### config.mk
export PLATFORM = sky130hd
export DESIGN_NAME = isa_ext_reg
export DESIGN_NICKNAME = d
export VERILOG_FILES = /design/src/rtl/isa_ext_pkg.sv /design/src/rtl/isa_ext_legalize.sv /design/src/rtl/isa_ext_bit_cell.sv /design/src/rtl/isa_ext_readback.sv /design/src/rtl/isa_ext_reg.sv
export SDC_FILE = /design/constraint.sdc
export NUM_CORES = 1
export LEC_CHECK = 0
export BUFFER_PORTS_ARGS = -buffer_cell sky130_fd_sc_hd__buf_2
export CAP_MARGIN = 20
export CELL_PAD_IN_SITES_DETAIL_PLACEMENT = 1
export CELL_PAD_IN_SITES_GLOBAL_PLACEMENT = 1
export CORE_MARGIN = 2
export CORE_UTILIZATION = 25
export CTS_BUF_LIST = sky130_fd_sc_hd__clkbuf_16
export DETAILED_ROUTE_END_ITERATION = 10
export PLACE_DENSITY_LB_ADDON = 0.08
export SETUP_SLACK_MARGIN = 0.1
export SYNTH_ARGS = -nofsm -noshare
export SYNTH_HDL_FRONTEND = slang
export SYNTH_HIERARCHICAL = 1
export SYNTH_SLANG_ARGS = --single-unit
export TNS_END_PERCENT = 1
### constraint.sdc
create_clock -name clk -period 2.89 [get_ports clk]
set_clock_uncertainty 0.05 [all_clocks]
set_input_delay 0.1445 -clock clk [delete_from_list [all_inputs] [get_ports clk]]
set_output_delay 0.1445 -clock clk [all_outputs]
set_load 0.01 [all_outputs]
### src/rtl/isa_ext_pkg.sv
// Package: shared constants for the ISA extension register.
// Assumes letter n of the alphabet lives at bit n of the register.
package isa_ext_pkg;
    localparam int          NUM_LETTERS  = 26;
    localparam logic [11:0] ISA_CSR_ADDR = 12'h301;

    localparam int LTR_A = 0;
    localparam int LTR_B = 1;
    localparam int LTR_C = 2;
    localparam int LTR_D = 3;
    localparam int LTR_F = 5;
    localparam int LTR_G = 6;
    localparam int LTR_I = 8;
    localparam int LTR_M = 12;
    localparam int LTR_Q = 16;

    // Width code placed in the top two bits.
    function automatic logic [1:0] width_code(input int w);
        return (w == 64) ? 2'b10 : 2'b01;
    endfunction
endpackage

### src/rtl/isa_ext_legalize.sv
// Module: isa_ext_legalize
// Forms the next letter state from the current state and a write request.
// Only bits in WR_MASK take request values. An illegal F or Q request
// keeps the old value of that bit alone. Assumes G is not in WR_MASK.
module isa_ext_legalize
    import isa_ext_pkg::*;
#(
    parameter logic [NUM_LETTERS-1:0] WR_MASK = '0
) (
    input  logic [NUM_LETTERS-1:0] cur_bits,
    input  logic [NUM_LETTERS-1:0] req_bits,
    output logic [NUM_LETTERS-1:0] nxt_bits
);
    logic [NUM_LETTERS-1:0] cand;

    // Merge request into mutable bits, then apply dependency rules.
    always_comb begin
        cand     = (cur_bits & ~WR_MASK) | (req_bits & WR_MASK);
        nxt_bits = cand;
        if (!cand[LTR_F] && cand[LTR_D]) begin
            nxt_bits[LTR_F] = cur_bits[LTR_F];
        end
        if (nxt_bits[LTR_Q] && !(nxt_bits[LTR_F] && nxt_bits[LTR_D])) begin
            nxt_bits[LTR_Q] = cur_bits[LTR_Q];
        end
    end
endmodule

### src/rtl/isa_ext_bit_cell.sv
// Module: isa_ext_bit_cell
// One letter bit. When STORE is set it is a flop with a reset value that
// loads d on load; otherwise it is the constant RST_VAL.
module isa_ext_bit_cell #(
    parameter bit RST_VAL = 1'b0,
    parameter bit STORE   = 1'b0
) (
    input  logic clk,
    input  logic rst_n,
    input  logic load,
    input  logic d,
    output logic q
);
    generate
        if (STORE) begin : g_flop
            logic q_r;
            // Hold the bit, reload on an accepted write.
            always_ff @(posedge clk) begin
                if (!rst_n) begin
                    q_r <= RST_VAL;
                end else if (load) begin
                    q_r <= d;
                end
            end
            assign q = q_r;
        end else begin : g_const
            logic unused_in;
            assign unused_in = clk ^ rst_n ^ load ^ d;
            assign q = RST_VAL;
        end
    endgenerate
endmodule

### src/rtl/isa_ext_readback.sv
// Module: isa_ext_readback
// Formats read data: letter bits, derived G and the width code. Returns
// zero when the address misses or the register is absent.
module isa_ext_readback
    import isa_ext_pkg::*;
#(
    parameter int XLEN        = 32,
    parameter bit REG_PRESENT = 1'b1
) (
    input  logic [NUM_LETTERS-1:0] bits,
    input  logic                   addr_hit,
    output logic [XLEN-1:0]        rdata
);
    // Assemble the read word.
    always_comb begin
        rdata = '0;
        if (REG_PRESENT && addr_hit) begin
            rdata[NUM_LETTERS-1:0] = bits;
            rdata[LTR_G]           = bits[LTR_A] & bits[LTR_M] & bits[LTR_F] & bits[LTR_D];
            rdata[XLEN-1 -: 2]     = width_code(XLEN);
        end
    end
endmodule

### src/rtl/isa_ext_reg.sv
// Module: isa_ext_reg
// Machine-mode ISA extension register at CSR 0x301. It stores one bit per
// letter and legalizes writes. It exports per-letter active flags and the
// alignment mode. Assumes privilege checks are done by the caller.
module isa_ext_reg
    import isa_ext_pkg::*;
#(
    parameter int                     XLEN         = 32,
    parameter logic [NUM_LETTERS-1:0] EXT_PRESENT  = 26'h15112D,
    parameter logic [NUM_LETTERS-1:0] EXT_WRITABLE = 26'h11102F,
    parameter bit                     REG_PRESENT  = 1'b1
) (
    input  logic                   clk,
    input  logic                   rst_n,
    input  logic [11:0]            csr_addr,
    input  logic                   csr_we,
    input  logic [XLEN-1:0]        csr_wdata,
    output logic [XLEN-1:0]        csr_rdata,
    output logic [NUM_LETTERS-1:0] ext_active,
    output logic                   ialign32
);
    localparam logic [NUM_LETTERS-1:0] G_BIT     = NUM_LETTERS'(1) << LTR_G;
    localparam logic [NUM_LETTERS-1:0] I_BIT     = NUM_LETTERS'(1) << LTR_I;
    localparam logic [NUM_LETTERS-1:0] IMPL_MASK =
        REG_PRESENT ? ((EXT_PRESENT | I_BIT) & ~G_BIT) : '0;
    localparam logic [NUM_LETTERS-1:0] WR_MASK   = IMPL_MASK & EXT_WRITABLE & ~I_BIT;

    logic                   addr_hit;
    logic                   wr_hit;
    logic [NUM_LETTERS-1:0] ext_q;
    logic [NUM_LETTERS-1:0] ext_d;
    logic                   unused_wdata_hi;

    assign addr_hit        = (csr_addr == ISA_CSR_ADDR);
    assign wr_hit          = csr_we && addr_hit;
    assign unused_wdata_hi = ^csr_wdata[XLEN-1:NUM_LETTERS];

    isa_ext_legalize #(.WR_MASK(WR_MASK)) u_legal (
        .cur_bits (ext_q),
        .req_bits (csr_wdata[NUM_LETTERS-1:0]),
        .nxt_bits (ext_d)
    );

    generate
        for (genvar i = 0; i < NUM_LETTERS; i++) begin : g_letter
            isa_ext_bit_cell #(
                .RST_VAL (IMPL_MASK[i]),
                .STORE   (WR_MASK[i])
            ) u_cell (
                .clk   (clk),
                .rst_n (rst_n),
                .load  (wr_hit),
                .d     (ext_d[i]),
                .q     (ext_q[i])
            );
        end
    endgenerate

    isa_ext_readback #(.XLEN(XLEN), .REG_PRESENT(REG_PRESENT)) u_rd (
        .bits     (ext_q),
        .addr_hit (addr_hit),
        .rdata    (csr_rdata)
    );

    // Active flags: stored letters with G derived from A, M, F, D.
    always_comb begin
        ext_active        = ext_q;
        ext_active[LTR_G] = ext_q[LTR_A] & ext_q[LTR_M] & ext_q[LTR_F] & ext_q[LTR_D];
    end

    assign ialign32 = ~ext_q[LTR_C];
endmodule


## Word level (Yosys, flattened, before mapping)

Index checks and enable logic that the tools add are counted.

| word-level totals | value |
|---|---|
| register bits after elaboration | 7 |
| bits of input ports | 47 |

| operators by class | value |
|---|---|
| eq/ne operators | 1 |
| multiplexer cells | 3 |
| bitwise logic cells | 5 |
| reductions and logical operators | 7 |

Operator list:

| operator | number |
|---|---|
| 21-bit two-way mux | 1 |
| 12-bit by 10-bit equality test with 1-bit output (second input constant) | 1 |
| 1-bit logical AND | 4 |
| 1-bit AND | 3 |
| 1-bit logical NOT | 2 |
| 1-bit two-way mux | 2 |
| 1-bit NOT | 2 |
| 2-bit AND reduction | 1 |

## Logic depth before layout (Yosys ltp)

| logic depth | value |
|---|---|
| word-level depth | 8 |
| mapped depth | 4 |
| gate-level depth less buffers | 4 |

## Modules after synthesis

The synthesis kept the hierarchy.

By module, submodules not included:

| module | times used | cells each | area each (µm²) |
|---|---|---|---|
| isa_ext_reg | 1 | 33 | 250.2 |
| isa_ext_bit_cell at g_letter[0].u_cell ... | 7 | 3 | 33.8 |
| isa_ext_readback | 1 | 35 | 231.5 |
| isa_ext_bit_cell at g_letter[10].u_cell ... | 19 | 2 | 11.3 |
| isa_ext_legalize | 1 | 28 | 207.7 |

## Worst setup path after synthesis

No wires, ideal clock.

| timing | value |
|---|---|
| path kind | input-to-reg |
| from | in csr_addr[11] |
| to | reg g_letter[0].u_cell.g_flop.q_r |
| arrival time | 1730 ps |
| path slack | 994 ps |
| stages | 4 |
| cell sequence | or4_1 > nor4_2 > mux2i_1 > nand2_1 |

| on the way | value |
|---|---|
| longest elaborated chain between the ends | 2 |

Ends and longest elaborated chain:

| element | line | RTL |
|---|---|---|
| start: declaration | isa_ext_reg.sv:15 | `input logic [11:0] csr_addr,` |
| 12-bit by 10-bit equality test with 1-bit output | isa_ext_reg.sv:34 | `assign addr_hit = (csr_addr == ISA_CSR_ADDR);` |
| 1-bit logical AND | isa_ext_reg.sv:35 | `assign wr_hit = csr_we && addr_hit;` |
| via wr_hit | isa_ext_reg.sv:29 | `logic wr_hit;` |
| end signal: assignment | isa_ext_bit_cell.sv:20 | `q_r <= RST_VAL;` |
| end signal: assignment | isa_ext_bit_cell.sv:22 | `q_r <= d;` |
| end: declaration | isa_ext_bit_cell.sv:16 | `logic q_r;` |

The timed path passes the listed nets, and every way through them passes these cells.
A chain may end at the register's enable or synchronous reset.

## Final worst setup path

| timing | value |
|---|---|
| from | in csr_addr[11] |
| to | out csr_rdata[6] |

| on the way | value |
|---|---|
| longest elaborated chain between the ends | 2 |

Ends and longest elaborated chain:

| element | line | RTL |
|---|---|---|
| 12-bit by 10-bit equality test with 1-bit output | isa_ext_reg.sv:34 |  |
| 21-bit two-way mux | isa_ext_readback.sv:17 | `if (REG_PRESENT && addr_hit) begin` |
| end: declaration | isa_ext_reg.sv:18 | `output logic [XLEN-1:0] csr_rdata,` |

No other way between the ends.

==> impl_summary.txt <==
----------------------------------------------------
[Setup path]
  Crit path max-delay cell type ... sky130_fd_sc_hd__or4_1
  Required @ worst endpoint ... 2700 ps
  Delay contributed by the slowest stage of the critical path ... 570 ps
  Type of the setup path with the least slack ... input port to output port
  Crit path cell chain ... buf_2 -> or4_1 -> nor3_2 -> buf_4 -> and2_4 -> and4_1 -> buf_2
  Crit start category ... input port
  Most common cell on crit path ... sky130_fd_sc_hd__buf_2
  Reg-to-reg slack, setup ... 1950 ps
  CP Buf/Inv Count ... 3
  Critical path depth ... 7
  Top delay family on crit path ... simple AND/OR/NAND/NOR gates
  Logic depth of the worst register-to-register path ... 3
  Capturing element type of the critical path ... output port
  Max Fanout on Critical Path ... 16
  Critical path data arrival time ... 1700 ps

[Worst hold path]
  Worst min-delay path category ... input port to flip-flop
  Depth of the worst hold-timing path ... 3

[Power and ir drop]
  Switching power ... 78.86 uW
  Reg power frac ... 26.4%
  Clock share of power ... 64.0%
  Cell-internal power ... 289.7 uW
  Power per unit of standard cell area ... 385.0 nW/um2
  Power share of the combinational group ... 9.7%
  Maximum VDD drop ... 0.1448 mV
  Standby leakage power ... 0.4927 nW
  Switching Fraction ... 21.40%

[Yosys]
  Area of the mapped netlist ... 985.9 um2
  Post-Syn Instances ... 134
  Average instance area after synthesis ... 7.358 um2
  Yosys warnings ... 6

[Place]
  GP Congestion ... 0.5996
  Port Buffers ... 41
  Detailed-placement wirelength estimate ... 1.533 mm
  # placed instances ... 174

[Run status]
  Outcome ... finished clean

[Timing]
  Worst hold slack ... 82.46 ps
  RSZ-0062 raised after global routing ... no
  Ratio of final minimum period to clock period ... 65.62%
  Post-layout min period ... 1896 ps
  Endpoints failing hold ... 0
  Summed negative setup slack over all endpoints ... 0 ps
  Pins over their slew limit ... 0
  Peak clock frequency supported by timing ... 0.5273 GHz
  Setup violations, final ... 0

[Layout]
  Area occupied by multi-input gates ... 442.9 um2
  Diode count ... 0
  Layout filler cell count ... 475
  Non-filler cells, final ... 178
  Most common cell after layout, fill and taps aside ... sky130_fd_sc_hd__buf_2
  Final Util ... 25.76%
  Commonest non-fill, non-tap cells in the layout ... sky130_fd_sc_hd__buf_2 (41), sky130_fd_sc_hd__conb_1 (23), sky130_fd_sc_hd__and2_1 (20)
  Number of nets in the final layout ... 178
  Max reg flops ... 7
  Sequential cell area ... 140.1 um2
  Proportion of layout cells with a drive suffix above 1 ... 43.08%
  Relative area change from synthesis to final layout ... -2.919%

[Floorplanning]
  Chip Width ... 66.80 um
  Die ar. ... 4462 um2
  Placeable core region ... 3716 um2
  I/O Pins ... 106
  Die Height ... 66.80 um
  Core Rows ... 22
  Initial standard-cell utilization of the core ... 26.53%

[Route]
  Routed wire per std cell ... 10.24 um
  Detail-routed via count per cell ... 3.747
  First-pass detailed-route iteration total ... 2
  Total Wirelength ... 1.822 mm
  Number of design-rule violations left by the first detailed-router iteration ... 3
  Total DRC errors in the routed layout ... 0
  Antenna-violating nets left ... 0
  Detailed-route via count ... 667

[Clock tree]
  CTS H-tree depth ... 1
  Root Buffer ... sky130_fd_sc_hd__clkbuf_16
  Post-CTS Hold Fix Bufs ... 0
  Bufs on Longest Clock Path ... 2
  Buffers inserted by post-CTS timing repair ... 0
  Sinks on Clock Net ... 7
  Clock-pin slew of the registers on the worst-case setup and hold paths ... 40 ps
  Clock tree from TritonCTS ... yes
  Clock network latency to the later pin of the worst-skew pair ... 230 ps
  Post-CTS Resized ... 0
  Number of buffers added by the clock tree synthesis step ... 3

[GRT]
  Antenna violations before repair ... 0
  First-pass GRT wire length ... 2.497 mm
  Total routing usage reported by global routing ... 7.679%
  Vias in the first global route ... 554
  GRT overflow ... 0
  Pin count of the biggest net entering global routing ... 17

[Job]
  Number of violations of the max-capacitance limit ... 0

----------------------------------------------------
## cell type report
type                       instances  share of cell area (%)
clock buffer                       3                   7.843
sequential                         7                   14.64
clock inverter                     1                  0.3922
timing repair buffer              44                   23.79
inverter                           2                  0.7843
tap                               48                   6.275
multi-input combinational         73                   46.27
## metrics by stage
stage / total power [mW] / setup WS, ps / instance area [um2]
floorplan: 0.1626 / 994.3 / 1001
global placement: 0.1329 / 977.9 / 878.3
detailed placement: 0.1335 / 963.8 / 878.3
CTS: 0.3751 / 962.8 / 957.2
global route: 0.3862 / 850.1 / 957.2
finish: 0.3686 / 993.6 / 957.2
## final timing paths
| kind | to | startpoint |
|---|---|---|
| worst max-delay path | csr_rdata[6] | csr_addr[11] |
| worst min-delay path | g_letter[0].u_cell/q | csr_wdata[0] |
| worst max register to register | g_letter[5].u_cell/q | g_letter[5].u_cell/q |
| worst min register to register | g_letter[20].u_cell/q | g_letter[20].u_cell/q |
## power by group through the flow
stage	clock, mW	combinational (mW)	sequential (mW)
4_1_cts	0.243	0.0349	0.0971
5_1_grt	0.249	0.0405	0.0970
3_5_place_dp	0	0.0348	0.0986
2_1_floorplan	0	0.0640	0.0986
3_3_place_gp	0	0.0342	0.0986
6_report	0.236	0.0356	0.0971
## tightest hold or removal path, cell delays in order
cell,delay (ps)
sky130_fd_sc_hd__buf_2,80
sky130_fd_sc_hd__mux2i_1,60
sky130_fd_sc_hd__nand2_1,50
## per-layer routing
| layer | routed length [um] | part of all wire, % | track usage [%] | vias up |
|---|---|---|---|---|
| li1 | - | - | - | 322 |
| met1 | 710 | 39 | 8.240 | 296 |
| met2 | 864 | 47 | 12.75 | 47 |
| met3 | 227 | 12 | 3.378 | 2 |
| met4 | 19 | 1.0 | 3.827 | 0 |
| met5 | 0 | 0 | 0 | - |
Note: power is estimated with default switching activity, not from simulation.
